==> src/rtl/itmr_pkg.sv <==
package itmr_pkg;
  localparam int unsigned AW = 4;
  localparam int unsigned DW = 32;

  localparam logic [1:0] IDX_LOAD  = 2'd0;
  localparam logic [1:0] IDX_VALUE = 2'd1;
  localparam logic [1:0] IDX_CTRL  = 2'd2;
  localparam logic [1:0] IDX_ACK   = 2'd3;

  localparam int unsigned BIT_EN   = 7;
  localparam int unsigned BIT_PER  = 6;
  localparam int unsigned BIT_FAST = 3;

  typedef struct packed {
    logic en;
    logic periodic;
    logic fast_sel;
  } ctrl_t;
endpackage

==> src/rtl/itmr_regs.sv <==
module itmr_regs
  import itmr_pkg::*;
#(
  parameter int unsigned CNT_W = 32
) (
  input  logic             clk_i,
  input  logic             rst_ni,
  input  logic             wr_i,
  input  logic [AW-1:0]    addr_i,
  input  logic [DW-1:0]    wdata_i,
  input  logic [CNT_W-1:0] count_i,
  output logic [DW-1:0]    rdata_o,
  output ctrl_t            ctrl_o,
  output logic [CNT_W-1:0] load_o,
  output logic             load_wr_o,
  output logic             ack_wr_o
);
  logic [1:0] idx;
  logic       unused_addr;
  ctrl_t      ctrl_q;
  logic [CNT_W-1:0] load_q;

  assign idx         = addr_i[3:2];
  assign unused_addr = ^addr_i[1:0];

  assign load_wr_o = wr_i && (idx == IDX_LOAD);
  assign ack_wr_o  = wr_i && (idx == IDX_ACK);

  always_ff @(posedge clk_i or negedge rst_ni) begin
    if (!rst_ni) begin
      ctrl_q <= '0;
      load_q <= '0;
    end else begin
      if (load_wr_o) load_q <= wdata_i[CNT_W-1:0];
      if (wr_i && idx == IDX_CTRL) begin
        ctrl_q.en       <= wdata_i[BIT_EN];
        ctrl_q.periodic <= wdata_i[BIT_PER];
        ctrl_q.fast_sel <= wdata_i[BIT_FAST];
      end
    end
  end

  always_comb begin
    rdata_o = '0;
    unique case (idx)
      IDX_LOAD:  rdata_o = DW'(load_q);
      IDX_VALUE: rdata_o = DW'(count_i);
      IDX_CTRL: begin
        rdata_o[BIT_EN]   = ctrl_q.en;
        rdata_o[BIT_PER]  = ctrl_q.periodic;
        rdata_o[BIT_FAST] = ctrl_q.fast_sel;
      end
      default:   rdata_o = '0;
    endcase
  end

  assign ctrl_o = ctrl_q;
  assign load_o = load_q;

  AST_CTRL_ZERO_STOPS: assert property (@(posedge clk_i) disable iff (!rst_ni)
    (wr_i && idx == IDX_CTRL && wdata_i == '0) |=> !ctrl_o.en);
endmodule

==> src/rtl/itmr_counter.sv <==
module itmr_counter
  import itmr_pkg::*;
#(
  parameter int unsigned CNT_W = 32
) (
  input  logic             clk_i,
  input  logic             rst_ni,
  input  ctrl_t            ctrl_i,
  input  logic             tick_slow_i,
  input  logic             tick_fast_i,
  input  logic             load_wr_i,
  input  logic [CNT_W-1:0] load_wdata_i,
  input  logic [CNT_W-1:0] load_i,
  output logic [CNT_W-1:0] count_o,
  output logic             underflow_o
);
  localparam logic [CNT_W-1:0] ALL_ONES = '1;
  localparam logic [CNT_W-1:0] ONE      = CNT_W'(1);

  logic tick;
  logic [CNT_W-1:0] cnt_q;

  assign tick        = ctrl_i.en && (ctrl_i.fast_sel ? tick_fast_i : tick_slow_i);
  assign underflow_o = tick && (cnt_q == '0) && !load_wr_i;

  always_ff @(posedge clk_i or negedge rst_ni) begin
    if (!rst_ni) cnt_q <= '0;
    else if (load_wr_i) cnt_q <= load_wdata_i;
    else if (tick) begin
      if (cnt_q == '0) cnt_q <= ctrl_i.periodic ? load_i : ALL_ONES;
      else             cnt_q <= cnt_q - ONE;
    end
  end

  assign count_o = cnt_q;

  AST_HOLD_DISABLED: assert property (@(posedge clk_i) disable iff (!rst_ni)
    (!ctrl_i.en && !load_wr_i) |=> $stable(count_o));
  AST_STEP_DOWN: assert property (@(posedge clk_i) disable iff (!rst_ni)
    (tick && !load_wr_i && count_o != '0) |=> count_o == $past(count_o) - ONE);
  AST_PERIODIC_RELOAD: assert property (@(posedge clk_i) disable iff (!rst_ni)
    (underflow_o && ctrl_i.periodic) |=> count_o == $past(load_i));
  AST_FREE_WRAP: assert property (@(posedge clk_i) disable iff (!rst_ni)
    (underflow_o && !ctrl_i.periodic) |=> count_o == ALL_ONES);
endmodule

==> src/rtl/itmr_irq.sv <==
module itmr_irq (
  input  logic clk_i,
  input  logic rst_ni,
  input  logic underflow_i,
  input  logic ack_i,
  output logic irq_o
);
  logic irq_q;

  always_ff @(posedge clk_i or negedge rst_ni) begin
    if (!rst_ni)          irq_q <= 1'b0;
    else if (underflow_i) irq_q <= 1'b1;
    else if (ack_i)       irq_q <= 1'b0;
  end

  assign irq_o = irq_q;

  AST_IRQ_RAISE: assert property (@(posedge clk_i) disable iff (!rst_ni)
    underflow_i |=> irq_o);
  AST_IRQ_STICKY: assert property (@(posedge clk_i) disable iff (!rst_ni)
    (irq_o && !ack_i) |=> irq_o);
  AST_IRQ_ACK: assert property (@(posedge clk_i) disable iff (!rst_ni)
    (ack_i && !underflow_i) |=> !irq_o);
endmodule

==> src/rtl/interval_timer.sv <==
module interval_timer
  import itmr_pkg::*;
#(
  parameter int unsigned CNT_W = 32
) (
  input  logic          clk_i,
  input  logic          rst_ni,
  input  logic          wr_i,
  input  logic [3:0]    addr_i,
  input  logic [31:0]   wdata_i,
  output logic [31:0]   rdata_o,
  input  logic          tick_slow_i,
  input  logic          tick_fast_i,
  output logic          irq_o
);
  ctrl_t            ctrl;
  logic [CNT_W-1:0] load_val;
  logic [CNT_W-1:0] count;
  logic             load_wr;
  logic             ack_wr;
  logic             underflow;

  initial begin
    AST_WIDTH_OK: assert (CNT_W == 16 || CNT_W == 32);
  end

  itmr_regs #(.CNT_W(CNT_W)) u_regs (
    .clk_i, .rst_ni, .wr_i, .addr_i, .wdata_i,
    .count_i   (count),
    .rdata_o,
    .ctrl_o    (ctrl),
    .load_o    (load_val),
    .load_wr_o (load_wr),
    .ack_wr_o  (ack_wr)
  );

  itmr_counter #(.CNT_W(CNT_W)) u_counter (
    .clk_i, .rst_ni,
    .ctrl_i       (ctrl),
    .tick_slow_i, .tick_fast_i,
    .load_wr_i    (load_wr),
    .load_wdata_i (wdata_i[CNT_W-1:0]),
    .load_i       (load_val),
    .count_o      (count),
    .underflow_o  (underflow)
  );

  itmr_irq u_irq (
    .clk_i, .rst_ni,
    .underflow_i (underflow),
    .ack_i       (ack_wr),
    .irq_o
  );

  AST_UPPER_ZERO: assert property (@(posedge clk_i) disable iff (!rst_ni)
    (addr_i[3:2] == IDX_VALUE) |-> (rdata_o >> CNT_W) == '0);
endmodule

==> config.mk <==
export PLATFORM = sky130hd
export DESIGN_NAME = interval_timer
export DESIGN_NICKNAME = d
export VERILOG_FILES = /design/src/rtl/itmr_pkg.sv /design/src/rtl/itmr_regs.sv /design/src/rtl/itmr_counter.sv /design/src/rtl/itmr_irq.sv /design/src/rtl/interval_timer.sv
export SDC_FILE = /design/constraint.sdc
export NUM_CORES = 1
export LEC_CHECK = 0
export ABC_AREA = 1
export BUFFER_PORTS_ARGS = -buffer_cell sky130_fd_sc_hd__buf_2
export CORE_UTILIZATION = 50
export DETAILED_ROUTE_END_ITERATION = 12
export PLACE_DENSITY = 0.76
export SLEW_MARGIN = 20
export SYNTH_ARGS = -nofsm -noshare
export SYNTH_HDL_FRONTEND = slang
export SYNTH_SLANG_ARGS = --single-unit
export TNS_END_PERCENT = 30
==> constraint.sdc <==
create_clock -name clk_i -period 2.35 [get_ports clk_i]
set_clock_uncertainty 0.2 [all_clocks]
set_input_delay 0.235 -clock clk_i [delete_from_list [all_inputs] [get_ports clk_i]]
set_output_delay 0.235 -clock clk_i [all_outputs]
set_load 0.02 [all_outputs]
# Word-level counts from Yosys, hierarchy flattened

Cells that the tools add are included.

Add/subtract/negate cells: 1
Equality and inequality tests: 3
Multiplexer cells: 12
Reduce and logical (&&, ||, !) cells: 11

Operators by type and width:

| cell                    | number |
|---|---|
| $mux W32                | 4 |
| $pmux W24 S2            | 1 |
| $logic_not A32 Y1       | 1 |
| $sub A32 B1 Y32 const B | 1 |
| $logic_and A1 B1 Y1     | 6 |
| $pmux W2 S3             | 1 |
| $pmux W3 S2             | 1 |
| $eq A2 B2 Y1 const B    | 2 |
| $pmux W2 S2             | 1 |
| $reduce_bool A2 Y1      | 2 |
| $mux W1                 | 3 |
| $pmux W1 S3             | 1 |
| $eq A2 B1 Y1 const B    | 1 |
| $logic_not A2 Y1        | 1 |
| $logic_not A1 Y1        | 1 |

Bits in registers: 68
Output and inout bits: 33
Word-level logic and storage cells: 33

# Longest topological paths before layout

Gate-level depths: netlist (run 1).

Depth in word-level cells: 5
Mapped depth: 13

# Hierarchy

A second synthesis (run 1) with hierarchy kept.

Cell total of the unflattened synthesis: 793
Area, all modules: 5077.4 sq um

By module, submodules not included:

| module       | instances | cells each | area an instance (sq um) | sequential area each (sq um) |
|---|---|---|---|---|
| itmr_counter | 1         | 520        | 3072.9                   | 800.8 |
| itmr_regs    | 1         | 268        | 1964.4                   | 875.8 |
| itmr_irq     | 1         | 5          | 40.0                     | 25.0 |

# Worst setup path before layout (run 1)

Ideal clock, no wire load.

Path type: register to register
Start: register u_counter.cnt_q[0], in the netlist u_counter.count_o[0]
End: register u_counter.cnt_q[10], in the netlist u_counter.count_o[10]
Data arrival time: 1.429 ns
Required time: 2.033 ns
Path slack: 0.605 ns
Cell stages (with the launch flop): 13
Buffers on the path: 0
Cell sequence: dfrtp_1 inv_1 ha_1 nand2_2 nor2_4 nand2_1 xor2_1 nand2_1 nand2_1 nand2_1 nand2_1 nand2_1 nand2_1

Longest elaborated chain between the ends: 4
Elaborated cells between the ends (all ways): 5
Classes of those cells: add/sub: 1; mux: 3; reduce/logical: 1

Ends and longest elaborated chain:

| element                                              | RTL line                               | text |
|---|---|---|
| start: declaration                                   | itmr_counter.sv:21                     | `logic [CNT_W-1:0] cnt_q;` |
| start signal: assignment                             | itmr_counter.sv:28                     | `else if (load_wr_i) cnt_q <= load_wdata_i;` |
| start signal: assignment                             | itmr_counter.sv:30                     | `if (cnt_q == '0) cnt_q <= ctrl_i.periodic ? load_i : ALL_ONES;` |
| start signal: assignment                             | itmr_counter.sv:31                     | `else cnt_q <= cnt_q - ONE;` |
| $sub A32 B1 Y32 or $logic_not A32 Y1 (tied branches) | itmr_counter.sv:31, itmr_counter.sv:30 |  |
| $mux W32 (*)                                         | itmr_counter.sv:30                     |  |
| $mux W32 (*)                                         | itmr_counter.sv:29                     | `else if (tick) begin` |
| $mux W32 (*)                                         | itmr_counter.sv:28                     |  |

Every way passes the cells marked *; elsewhere a longest branch is shown, timed or not. The select of a mux whose other input is x is not followed.
A chain may end at the register's enable or synchronous reset.

# Worst setup path in the final report (run 1)

Start: register u_counter.cnt_q[0], in the netlist u_counter.count_o[0]
End: register u_counter.cnt_q[13], in the netlist u_counter.count_o[13]

Same word-level chain as after synthesis.

==> results of run 1 <==
## worst max-delay path by stage
stage                                     from               endpoint  cells past startpoint
after global routing      u_counter.count_o[0]  u_counter.count_o[26]                     12
after global placement    u_counter.count_o[0]  u_counter.count_o[10]                     13
after detailed placement  u_counter.count_o[0]  u_counter.count_o[13]                     11
after floorplan           u_counter.count_o[0]  u_counter.count_o[10]                     12
after CTS                 u_counter.count_o[0]  u_counter.count_o[13]                     11
final                     u_counter.count_o[0]  u_counter.count_o[13]                     11
## synth_stat cells (8+ instances only)
cell type,number
nor2_1,76
buf_2,13
o21ai_0,42
o21ai_1,21
nand3_1,48
dfrtp_1,68
nand2_1,170
o211ai_1,8
xor2_1,10
nor2_2,12
a21oi_1,48
inv_1,75
clkbuf_1,16
o22ai_1,29
## per-stage QoR
stage / hold slack, ns / total power, uW / instances / cell area [um2] / util [%]
floorplan: -0.261 / 3410 / 689 / 4680 / -
CTS: 0.0172 / 4930 / 897 / 5640 / 63.4
global route: 0.0368 / 5310 / 897 / 5640 / 63.4
detailed placement: 0.0900 / 4010 / 850 / 5140 / 57.8
finish: 0.0218 / 4940 / 897 / 5640 / 63.4
global placement: 0.0912 / 3940 / 850 / 5140 / 57.8
## layer usage
layer,up-vias,share of wire [%]
li1,2435,-
met1,2305,45
met2,210,47
met3,16,7.3
met4,0,1.4
met5,-,0
## cell usage in the layout (no fill, tap or decap), drive strengths merged
cell	n
dlygate4sd3	33
nand3b	2
nand4	5
clkinvlp	3
clkbuf	10
dfrtp	68
and3	1
clkinv	2
ha	2
nand2	179
nor2	96
o211ai	9
xor2	10
o22ai	29
o21ai	63
buf	87
o221ai	2
inv	80
nand3	48
a22oi	2
or2	2
nor3	1
a32o	1
a21oi	54
## sequential cells by signal (all words and copies together) (netlist names)
| signal | count |
|---|---|
| u_irq.irq_o | 1 |
| u_regs.ctrl_o | 3 |
| u_regs.load_o | 32 |
| u_counter.count_o | 32 |
## layout make-up
type | count | area [um2] | share of cell area, %
inverters | 81 | 304 | 5.40
multi-input cells | 506 | 2510 | 44.6
clock inverters | 4 | 27.5 | 0.488
well taps | 108 | 135 | 2.40
flip-flops and latches | 68 | 1700 | 30.2
repair buffers | 120 | 818 | 14.5
clock buffers | 10 | 138 | 2.44
## report_power, final
group | switching (uW) | internal [uW] | leakage [uW] | total, uW
Combinational | 1320 | 793 | 0.00196 | 2120
Clock | 463 | 398 | 0.0000762 | 861
Sequential | 423 | 1540 | 0.000792 | 1960
## repair_timing
action,CTS,global route
hold buffers,33,0
buffers inserted,0,0
endpoints found under the hold margin,116,0
## kinds of logic after synthesis
kind of cell / Yosys count
XOR/XNOR: 10
AND/OR/NAND/NOR: 334
flip-flops: 68
adder cells (fa/ha/maj): 2
buffers and inverters: 115
AO/OA/AOI/OAI: 160
## worst min-delay path, delay by kind of cell
family / cells / cell delay, ns
buf+inv: 1 / 0.12
compound gates: 1 / 0.12
simple gates: 1 / 0.06
==> impl_metrics.ini, run 1 <==
[logic_synthesis]
synth_area_per_cell_um2 = 6.80
syn_inst = 689
ys.warnings.count = 0
synth_nets = 732
async_flop_share_pct = 100
yosys.area.top_type = dfrtp_1
synth_fa_ha_area_share_pct = 0.534
synth_top_cell_area_share_pct = 36.3
ys_ff_latch = 68
synth_top_family_by_area = simple AND/OR/NAND/NOR gates
synth_xor_area_share_pct = 1.87
synth_ff_type = dfrtp_1
ys_types = 36
synthSimpleGateAreaFrac_pct = 31.9
mappedNetlistArea_um2 = 4680
synth_edf_count = 0
synth_area_leaders = dfrtp_1, nand2_1, nor2_1
synth_mux_area_share_pct = 0
ys_seq_area_share_pct = 36.3
synth-compound-area-share_pct = 19.3

[setup_path]
cp_cell_sequence = inv_1 -> ha_1 -> nand2_1 -> nor2_2 -> nand2_4 -> nor2_8 -> buf_4 -> o21ai_1 -> nand2_1 -> nand2_1 -> a21oi_1
crit_path_max_incr_delay_ns = 0.39
path_delay_family = simple AND/OR/NAND/NOR gates
crit_path_end_kind = flop
rr_startpoint = u_counter.count_o[0]
crit_buf_inv = 2
crit_fanout = 15
cp_data_arrival_time_ns = 2.19
cpMaxStageDelayCell = dfrtp_1
crit_top_cell = nand2_1
rrSetupSlack_ns = 0.24
crit_required_ns = 2.43
worstReg2RegEnd = u_counter.count_o[13]
cp-start-kind = flop
r2r_cells = 11
worstSetupPathType = reg -> reg

[timing]
setup_violations = 0
maxSlewViolCount = 0
slew_headroom_pct = 51.7
hold_viol = 0
min_period_over_period_pct = 90.0
final.min_clock_period_ns = 2.11
timing.fmax_mhz = 473
rsz0062_at_grt = false
tns_ns = 0
max_slew.worst_pin.slew_ns = 0.725
fin_ws_ns = 0.235

[global_routing]
grt_max_degree = 69
antenna_found_initial = 0
grt_pass1_vias = 4656
use_met3_pct = 5.39
grt_use_met1_pct = 40.2
grtUsageTotal_pct = 29.3
met2_usage_pct = 47.1
grt_pass1_wl_um = 22500
grt-busiest-layer = met2
grt.overflow.total = 0

[detailed_routing]
vias = 4966
first_iter_violations = 316
drc = 0
wirelength_um = 13800
wl_per_cell_um = 15.4
ant_nets = 0
viasPerCell = 5.54
first_pass_iters = 5

[floorplanning]
die-width_um = 98.8
coreArea_um2 = 8890
die-area_um2 = 9760
pin_count = 74
dieHeight_um = 98.8
fp-row-count = 34
initial_core_util_pct = 52.7

[placement]
pre_cts_slack_ns = 0.291
portBuffers = 71
dp_hpwl_um = 9540
gp_congestion = 0.943

[cells_and_area]
syn2layout_area_growth_pct = 20.3
drive_above_1_share_pct = 18.5
antenna_cells = 0
nFillCells = 844
nets = 829

[clock_network]
clock-sinks = 68
htreeDepth = 3
tritoncts = built
clk_pin_slew_ns = 0.08
cts_buffers = 9
clockBufferDepth = 2
clock_latency_ns = 0.35
cts_resized = 0
root_buffer = clkbuf_8

[power_and_ir_drop]
p_leak_uw = 0.00282
ir_worst_vdd_uv = 444
p_per_area_nw_per_um2 = 876

[hold_path]
hold_class = in -> reg
min_from = wr_i
holdPathStages = 3
hold_path_end = u_irq.irq_o

[job]
cap_violations = 0

[outcome]
status = complete, no violations
Power figures use the tool's default switching activity.
==> run 2, diff against run 1 <==
--- a/constraint.sdc
+++ b/constraint.sdc
@@ -3,3 +3,3 @@
 set_input_delay 0.235 -clock clk_i [delete_from_list [all_inputs] [get_ports clk_i]]
 set_output_delay 0.235 -clock clk_i [all_outputs]
-set_load 0.02 [all_outputs]
+set_load 0.1 [all_outputs]
==> run 2 against run 1 <==
Maximum frequency shrank 1.8%. Non-clock buffer count shrank 3. Sequential cell count is the same.
==> impl_metrics.ini, run 2 (synthesized netlist as in run 1, its figures left out) <==
[placement]
place_area_um2 = 5610
portBuffers = 71
dp_cells = 847
gp_congestion = 0.963
pre_cts_slack_ns = 0.233
dp_hpwl_um = 9720

[global_routing]
grt.overflow.total = 0
grt_max_degree = 88
grtUsageTotal_pct = 30.8
grt_pass1_vias = 4826
grt_pass1_wl_um = 23600
antenna_found_initial = 0

[detailed_routing]
first_iter_violations = 296
vias = 4988
wirelength_um = 14300
viasPerCell = 5.57
ant_nets = 0
drc = 0
wl_per_cell_um = 16.0
first_pass_iters = 5

[timing]
fin_ws_ns = 0.197
maxSlewViolCount = 0
setup_violations = 0
final.min_clock_period_ns = 2.15
rsz0062_at_grt = false
hold_viol = 0
max_slew.worst_pin.slew_ns = 0.704
timing.fmax_mhz = 464
min_period_over_period_pct = 91.6
slew_headroom_pct = 53.1

[setup_path]
worstSetupPathType = reg -> reg
crit_path_max_incr_delay_ns = 0.39
cp_data_arrival_time_ns = 2.21
crit_required_ns = 2.40
crit_path_end_kind = flop
cp-start-kind = flop
crit_fanout = 17
cpMaxStageDelayCell = dfrtp_1
cp_cell_sequence = inv_1 -> ha_1 -> nand2_1 -> nor2_2 -> nand2_4 -> nor2_8 -> inv_2 -> nand2_1 -> nand2_1 -> nand2_1 -> nand2_1 -> nand2_1 -> nand2_1
crit_buf_inv = 2
path_delay_family = simple AND/OR/NAND/NOR gates
crit_top_cell = nand2_1

[job]
cap_violations = 0

[hold_path]
hold_class = in -> reg

[floorplanning]
die-width_um = 98.8
pin_count = 74
fp-row-count = 34
die-area_um2 = 9760
dieHeight_um = 98.8
coreArea_um2 = 8890
initial_core_util_pct = 52.7

[cells_and_area]
stdcell_area_um2 = 6170
layout.cells.most_common = nand2_1
drive_above_1_share_pct = 18.3
nFillCells = 758
layout.cells.non_filler = 896
syn2layout_area_growth_pct = 31.7
antenna_cells = 0
layout_common_cells = nand2_1, nor2_1, inv_1
nets = 826

[clock_network]
cts_setup_buffers = 0
htreeDepth = 3
cts_buffers = 9
clockBufferDepth = 2
clk_pin_slew_ns = 0.08
clock-sinks = 68
clock_latency_ns = 0.36
root_buffer = clkbuf_8
tritoncts = built

[power_and_ir_drop]
p_switching_uw = 3000
swShare_pct = 47.8
ir_worst_vdd_uv = 619
p_per_area_nw_per_um2 = 1020
combPwrFrac_pct = 50.4
finalPower_uw = 6280
p_clk_share_pct = 18.1
power.internal_uw = 3280
p_seq_share_pct = 31.5
p_leak_uw = 0.00297

[outcome]
status = complete, no violations
[run 2: worst register-to-register path, cell delays in order, from the launching register on]
cell and delay, ns:
dfrtp_1 0.39, inv_1 0.13, ha_1 0.22, nand2_1 0.08, nor2_2 0.16, nand2_4 0.08
nor2_8 0.30, inv_2 0.13, nand2_1 0.09, nand2_1 0.05, nand2_1 0.06, nand2_1 0.05
nand2_1 0.05, nand2_1 0.06
[run 2: power by group through the flow]
| stage | clock network, uW | logic, uW | registers (uW) |
|---|---|---|---|
| after floorplan | 0 | 2220 | 1860 |
| after global placement | 0 | 3020 | 1960 |
| after detailed placement | 0 | 3090 | 1980 |
| after CTS | 1150 | 3150 | 1960 |
| after global routing | 1190 | 3420 | 2030 |
| final | 1140 | 3160 | 1980 |
[run 2: repair_timing]
item,in CTS,in global routing
resized for setup,0,0
hold buffers,33,0
endpoints found under the hold margin,127,0
[run 2: worst paths after layout]
check	startpoint	end	slack [ns]	cells past startpoint
max reg2reg	u_counter.count_o[0]	u_counter.count_o[10]	0.20	13
min reg2reg	u_irq.irq_o	u_irq.irq_o	0.30	1
min in group asynchronous	rst_ni	u_regs.load_o[17]	0.21	3
max in group asynchronous	rst_ni	u_counter.count_o[31]	1.39	3
max	u_counter.count_o[0]	u_counter.count_o[10]	0.20	13
min	wr_i	u_irq.irq_o	0.008	3
[run 2: per-stage QoR]
step | TNS [ns] | hold WS [ns] | utilization [%]
final | 0 | 0.00804 | 69.4
after global routing | 0 | 0.00312 | 69.4
after CTS | 0 | 0.00176 | 69.4
after detailed placement | 0 | 0.0964 | 63.1
after global placement | 0 | 0.0926 | 63.1
after floorplan | -14.14 | -0.261 | -
[run 2: final cells by class]
cell class                      count  area (um2)  area share [%]
Inverter                           81         304            4.93
Tap cell                          108         135            2.19
Clock buffer                       11         141            2.29
Timing Repair Buffer              117        1290            20.9
Multi-Input combinational cell    506        2510            40.7
Sequential cell                    68        1700            27.6
Clock inverter                      5        85.1            1.38
[run 2: routing by layer]
layer | wire, um | track usage (%)
met5 | 0 | 0
met4 | 312 | 10.8
met3 | 799 | 4.47
met2 | 6820 | 52.6
met1 | 6380 | 39.8
